==> config.mk <==
export PLATFORM = sky130hd
export DESIGN_NAME = bridge_ctl_status
export DESIGN_NICKNAME = d
export VERILOG_FILES = /design/src/rtl/bcs_pkg.sv /design/src/rtl/bcs_sys_lock.sv /design/src/rtl/bcs_sticky.sv /design/src/rtl/bcs_irq.sv /design/src/rtl/bridge_ctl_status.sv
export SDC_FILE = /design/constraint.sdc
export NUM_CORES = 1
export LEC_CHECK = 0
export ABC_AREA = 1
export CAP_MARGIN = 25
export CORE_MARGIN = 2
export CORE_UTILIZATION = 34
export CTS_CLUSTER_SIZE = 16
export DETAILED_ROUTE_END_ITERATION = 6
export GPL_TIMING_DRIVEN = 0
export PLACE_DENSITY = 0.66
export SLEW_MARGIN = 40
export SYNTH_ARGS = -nofsm -noshare
export SYNTH_HDL_FRONTEND = slang
export SYNTH_SLANG_ARGS = --single-unit
==> constraint.sdc <==
create_clock -name clk -period 1.1 [get_ports clk]
set_input_delay 0.11 -clock clk [delete_from_list [all_inputs] [get_ports clk]]
set_output_delay 0.11 -clock clk [all_outputs]
set_load 0.02 [all_outputs]
==> src/rtl/bcs_pkg.sv <==
package bcs_pkg;
  localparam int ADDR_W = 3;
  localparam int DATA_W = 16;
  localparam int IST_W  = 8;
  localparam int ERR_W  = 4;
  localparam int ERR_LSB = 12;

  localparam logic [ADDR_W-1:0] A_SYS  = 3'd0;
  localparam logic [ADDR_W-1:0] A_IST  = 3'd1;
  localparam logic [ADDR_W-1:0] A_MASK = 3'd2;
  localparam logic [ADDR_W-1:0] A_ERR  = 3'd3;
  localparam logic [ADDR_W-1:0] A_CFG  = 3'd4;

  localparam logic [DATA_W-1:0] UNLOCK_KEY = 16'hA05F;
  localparam int RUN_BIT  = 15;
  localparam int LOCK_BIT = 14;
  localparam int EN_BIT   = 0;

  typedef enum logic {CLR_ON_ZERO = 1'b0, CLR_W1C = 1'b1} clr_style_e;
endpackage

==> src/rtl/bcs_sys_lock.sv <==
module bcs_sys_lock #(
  parameter int                W        = 16,
  parameter logic [W-1:0]      KEY      = 16'hA05F,
  parameter int                LOCK_POS = 14
) (
  input  logic         clk,
  input  logic         rst_n,
  input  logic         wr,
  input  logic [W-1:0] wdata,
  output logic [W-1:0] word_q
);
  logic [W-1:0] word_d;
  logic         word_ce;
  logic         locked;

  assign locked = word_q[LOCK_POS];

  always_comb begin
    word_d  = word_q;
    word_ce = 1'b0;
    if (wr) begin
      if (!locked) begin
        word_d  = wdata;
        word_ce = 1'b1;
      end else if (wdata == KEY) begin
        word_d[LOCK_POS] = 1'b0;
        word_ce          = 1'b1;
      end
    end
  end

  always_ff @(posedge clk or negedge rst_n) begin
    if (!rst_n)       word_q <= '0;
    else if (word_ce) word_q <= word_d;
  end
endmodule

==> src/rtl/bcs_sticky.sv <==
module bcs_sticky #(
  parameter int                  W     = 8,
  parameter bcs_pkg::clr_style_e STYLE = bcs_pkg::CLR_ON_ZERO
) (
  input  logic         clk,
  input  logic         rst_n,
  input  logic [W-1:0] evt,
  input  logic         wr,
  input  logic [W-1:0] wdata,
  output logic [W-1:0] q
);
  logic [W-1:0] clr;
  logic [W-1:0] q_d;
  logic         q_ce;

  generate
    if (STYLE == bcs_pkg::CLR_W1C) begin : g_w1c
      assign clr = wr ? wdata : '0;
    end else begin : g_zero
      assign clr = (wr && (wdata == '0)) ? '1 : '0;
    end
  endgenerate

  always_comb begin
    q_d  = (q & ~clr) | evt;
    q_ce = (|evt) || (|clr);
  end

  always_ff @(posedge clk or negedge rst_n) begin
    if (!rst_n)    q <= '0;
    else if (q_ce) q <= q_d;
  end
endmodule

==> src/rtl/bcs_irq.sv <==
module bcs_irq #(
  parameter int W = 8
) (
  input  logic         clk,
  input  logic         rst_n,
  input  logic [W-1:0] status,
  input  logic [W-1:0] mask,
  input  logic         enable,
  output logic         irq_q
);
  logic irq_d;

  always_comb irq_d = enable & (|(status & mask));

  always_ff @(posedge clk or negedge rst_n) begin
    if (!rst_n) irq_q <= 1'b0;
    else        irq_q <= irq_d;
  end
endmodule

==> src/rtl/bridge_ctl_status.sv <==
module bridge_ctl_status
  import bcs_pkg::*;
(
  input  logic              clk,
  input  logic              rst_n,
  input  logic              reg_we,
  input  logic [ADDR_W-1:0] reg_addr,
  input  logic [DATA_W-1:0] reg_wdata,
  input  logic [IST_W-1:0]  ist_evt_i,
  input  logic [ERR_W-1:0]  err_evt_i,
  output logic [DATA_W-1:0] reg_rdata,
  output logic              bus_rst_n,
  output logic              irq_o
);
  logic [1:0]        rst_sync_q;
  logic              rst_n_int;
  logic [DATA_W-1:0] sys_q;
  logic [IST_W-1:0]  ist_q;
  logic [IST_W-1:0]  mask_q;
  logic [IST_W-1:0]  mask_d;
  logic              mask_ce;
  logic [ERR_W-1:0]  err_q;
  logic              en_q;
  logic              en_d;
  logic              en_ce;
  logic              wr_sys, wr_ist, wr_mask, wr_err, wr_cfg;

  // asynchronous assert, synchronous release
  always_ff @(posedge clk or negedge rst_n) begin
    if (!rst_n) rst_sync_q <= 2'b00;
    else        rst_sync_q <= {rst_sync_q[0], 1'b1};
  end
  assign rst_n_int = rst_sync_q[1];

  assign wr_sys  = reg_we && (reg_addr == A_SYS);
  assign wr_ist  = reg_we && (reg_addr == A_IST);
  assign wr_mask = reg_we && (reg_addr == A_MASK);
  assign wr_err  = reg_we && (reg_addr == A_ERR);
  assign wr_cfg  = reg_we && (reg_addr == A_CFG);

  bcs_sys_lock #(.W(DATA_W), .KEY(UNLOCK_KEY), .LOCK_POS(LOCK_BIT)) u_sys (
    .clk(clk), .rst_n(rst_n_int), .wr(wr_sys), .wdata(reg_wdata), .word_q(sys_q)
  );

  bcs_sticky #(.W(IST_W), .STYLE(CLR_ON_ZERO)) u_ist (
    .clk(clk), .rst_n(rst_n_int), .evt(ist_evt_i), .wr(wr_ist),
    .wdata(reg_wdata[IST_W-1:0]), .q(ist_q)
  );

  bcs_sticky #(.W(ERR_W), .STYLE(CLR_W1C)) u_err (
    .clk(clk), .rst_n(rst_n_int), .evt(err_evt_i), .wr(wr_err),
    .wdata(reg_wdata[ERR_LSB +: ERR_W]), .q(err_q)
  );

  always_comb begin
    mask_ce = wr_mask;
    mask_d  = reg_wdata[IST_W-1:0];
    en_ce   = wr_cfg;
    en_d    = reg_wdata[EN_BIT];
  end

  always_ff @(posedge clk or negedge rst_n_int) begin
    if (!rst_n_int) begin
      mask_q <= '0;
      en_q   <= 1'b0;
    end else begin
      if (mask_ce) mask_q <= mask_d;
      if (en_ce)   en_q   <= en_d;
    end
  end

  bcs_irq #(.W(IST_W)) u_irq (
    .clk(clk), .rst_n(rst_n_int), .status(ist_q), .mask(mask_q),
    .enable(en_q), .irq_q(irq_o)
  );

  assign bus_rst_n = sys_q[RUN_BIT];

  always_comb begin
    reg_rdata = '0;
    unique case (reg_addr)
      A_SYS:   reg_rdata = sys_q;
      A_IST:   reg_rdata[IST_W-1:0] = ist_q;
      A_MASK:  reg_rdata[IST_W-1:0] = mask_q;
      A_ERR:   reg_rdata[ERR_LSB +: ERR_W] = err_q;
      A_CFG:   reg_rdata[EN_BIT] = en_q;
      default: reg_rdata = '0;
    endcase
  end
endmodule

==> results.md <==
- Final setup vio count: 22
- DRT Pass-1 Iters: 4
- Tot GR Track Use: around 18%
- Met2 GRT Util: 30.59%
- CTS sink cnt: 40
- Layer with the highest usage: met2
- Finished Layout Cells: around 410
- Startpoint type of the worst setup path: register
- LEAKAGE: about 1.5 nW
- Unrepaired setup endpoints after global routing: yes
- Clock latency on the worst-skew pair: about 290 ps
- Crit Path Category: register to primary output
- Layout Area Growth over Synthesis: 56.47%
- Complex-gate fraction of the synthesized area: a little over an eighth
- Post-Syn Nets: ~270
- First-pass GRT wire length: 8.825 mm
- Worst vdd ir: between 0.7 and 0.8 mV
- Setup_tns: -1573 ps
- Maximum number of pins on one net before global-route repair: 39
- CP Capture Type: primary output
- WL/cell: ~13 um
- Overflow after GRT: 0
- Fill cell count: approximately 520
- Switching share of power: about 30%
- Seq/Total Area, Yosys: approximately half
- DP HPWL: 3.569 mm
- Crit-path cells: nand2_1, o2111ai_2, buf_4
- Final Hold Viols: 0
- Die area: 6370 um^2
- Initial Util: between 30% and 40%
- Cells after synthesis: approximately 240
- Worst-margin pin slew: 505.8 ps
- Fraction of layout cells with a size suffix above 1: a little under two fifths
- Net count reported at finish: 368
- DRT antenna net count: 0
- Cell count after placement: 362
- Max Cap Violations: 0
- WP data required: 990 ps
- Initial antenna violation count: 0
- Core area: approximately 5500 um^2
- Worst setup margin: -111.7 ps
- Mapped Area: 1954 um^2
- Clock share of power: a little over a quarter
- Top delay family on crit path: flip-flops
- TritonCTS Buffers: 5
- ANT cells: 0
- Slowest CP cell: dfrtp_1
- Fin util: a little under three fifths
- Synth cell types: 22
- Sw Pwr: approximately 1.3 mW
- Sequential Power Share: 44.1%
- Via density: around 4.6
- Synthesized-area fraction occupied by adder cells: 0%
- Root Buffer: clkbuf_8
- PD cells: 1436 nW/um^2
- WP buf/inv: 1
- Clock Pin Slew Worst Setup and Hold Paths: around 70 ps
- Combinational share of power: 29.5%
- WP data arrival: 1100 ps
- Max Root-Sink Buffers: 2
- Via count: approximately 1900
- Die height: about 80 um
- Yosys reg bits: 40
- Max Clock Freq: slightly above 0.8 GHz
- Pins over their slew limit: 0
- Vias in the first global route: 1929
- Worst Hold Class: input port to register
- Post-synthesis simple-gate area fraction: between 20% and 30%
- Post-Synth XOR/XNOR Area: 0%
- H-tree Lvls: 2
- Largest family of logic cells by synthesized area: simple AND/OR/NAND/NOR gates
- Final wirelength: 5.342 mm
- Fin Clk Skew: about 7.5 ps
- Placer Congestion: between 0.7 and 0.8
- IO Pins: 52
- TritonCTS clock tree: built
- CP peak stage delay: roughly 400 ps
- CP Max Fanout: 2
- Met3 usage: 4.299%
- Die Width: between 70 and 80 um
- Syn Area/Cell: about 8 um^2
- Mux contribution to synthesized area: 0%
- Outcome: complete, but fails checks
- Relative slew margins: 66.28%
- Total number of yosys warnings: 0
- Failing checks: setup timing
- Period utilisation layout: 110.2%
- Internal power: between 3 and 4 mW
- Hold_ws: a little over 200 ps
- GR Layer Usage met1: about 22%
- DRC violations left: 0
- I/O Buffers: just over 50
- Initial DRC count: 108
- Std-Cell Rows: 27
- Min cycle time layout: 1212 ps
[registers in the layout (all words and copies together), names as in the netlist]
signal / flops
en_q: 1
mask_q: 8
rst_sync_q: 2
u_err.q: 4
u_irq.irq_q: 1
u_ist.q: 8
u_sys.word_q: 16
[power groups by stage]
stage               logic (mW)  registers (mW)  clock network, mW
floorplan                0.512            1.93                  0
global route              1.42            1.96               1.25
global placement         0.911            1.93                  0
detailed placement       0.932            1.95                  0
finish                    1.30            1.94               1.16
CTS                       1.04            1.91               1.18
[cells in the mapped netlist]
cell type / number / area share, %
nand2_1: 79 / 15
dfrtp_1: 40 / 51
inv_1: 38 / 7.3
o21ai_0: 20 / 5.1
nor2_1: 15 / 2.9
o21ai_2: 8 / 3.6
nand3_1: 7 / 1.8
o211ai_1: 7 / 2.7
nand4_1: 4 / 1.3
buf_6: 3 / 1.7
inv_2: 3 / 0.58
nor3_4: 3 / 2.5
a21o_1: 2 / 0.77
o21ai_1: 2 / 0.51
buf_2: 1 / 0.26
buf_4: 1 / 0.38
conb_1: 1 / 0.19
nand2_2: 1 / 0.32
nand2_4: 1 / 0.58
nor2_2: 1 / 0.32
o2111ai_1: 1 / 0.45
o21a_1: 1 / 0.38
[metrics by stage]
| step | worst slack, ps | area (um^2) | power, mW |
|---|---|---|---|
| floorplan | 53.92 | 1956 | 2.440 |
| global placement | -1071 | 2556 | 2.842 |
| detailed placement | -1088 | 2556 | 2.878 |
| CTS | -94.77 | 2860 | 4.135 |
| global route | -158.3 | 3058 | 4.636 |
| finish | -111.7 | 3058 | 4.393 |
[worst reg2reg max path, stage by stage, from the launching register on]
cell and delay, ps:
dfrtp_1 390, buf_6 120, nor3_4 210, buf_6 160, buf_8 140, o21ai_2 70
[cells in the final DEF, fill, tap and decap left out, drive strengths merged]
cell type / netlist / routed
inv: 41 / 41
o211ai: 7 / 7
dlygate4sd2: 0 / 1
buf: 5 / 59
dfrtp: 40 / 40
nand4: 4 / 4
a21o: 2 / 2
clkinv: 0 / 1
clkbuf: 0 / 7
nor2: 16 / 16
conb: 1 / 1
o21ai: 30 / 30
bufinv: 0 / 1
clkdlybuf4s15: 0 / 1
clkdlybuf4s50: 0 / 29
o2111ai: 1 / 1
o21a: 1 / 1
nand2: 81 / 82
nand3: 7 / 7
nor3: 3 / 3
dlygate4sd3: 0 / 1
[worst paths after layout]
| path | endpoint | slack, ps | cells after the start | from |
|---|---|---|---|---|
| hold reg to reg | u_sys.word_q[0] | 310 | 0 | rst_sync_q[1] |
| setup reg to reg | u_sys.word_q[1] | -100 | 5 | u_sys.word_q[14] |
| setup / recovery | reg_rdata[0] | -110 | 3 | u_ist.q[0] |
| min in group asynchronous | u_sys.word_q[0] | 310 | 0 | rst_sync_q[1] |
| max in group asynchronous | mask_q[7] | 440 | 0 | rst_sync_q[1] |
| hold / removal | en_q | 200 | 3 | reg_addr[2] |
[layer usage]
metal,up-vias,part of all wire (%)
met5,-,0
met4,0,1.3
met3,6,4.8
met2,52,50
met1,892,44
li1,940,-
[timing repair]
item / in CTS / in global routing
setup endpoints to repair: 54 / 40
hold buffers: 1 / 0
endpoints found under the hold margin: 2 / 0
resized for setup: 122 / 61
gates cloned: 4 / 0
pin swaps: 17 / 17
setup buffers: 21 / 11
[area by class of cell]
| type | instances | area, um^2 | area share, % |
|---|---|---|---|
| flip-flops and latches | 40 | 1005 | 32.86 |
| multi-input cells | 154 | 858.3 | 28.07 |
| repair buffers | 87 | 774.5 | 25.33 |
| inverters | 41 | 158.9 | 5.196 |
| well taps | 72 | 90.09 | 2.946 |
| clock buffers | 6 | 72.57 | 2.373 |
| plain buffers | 5 | 63.81 | 2.087 |
| clock inverters | 2 | 35.03 | 1.146 |
[kinds of logic (layout without fill, tap and decap cells)]
logic type             after synthesis  in the layout
buffers and inverters               46            141
flip-flops                          40             40
AO/OA/AOI/OAI                       41             41
other                                1              1
AND/OR/NAND/NOR                    111            112
No activity file was read; power rests on OpenSTA's default activity.
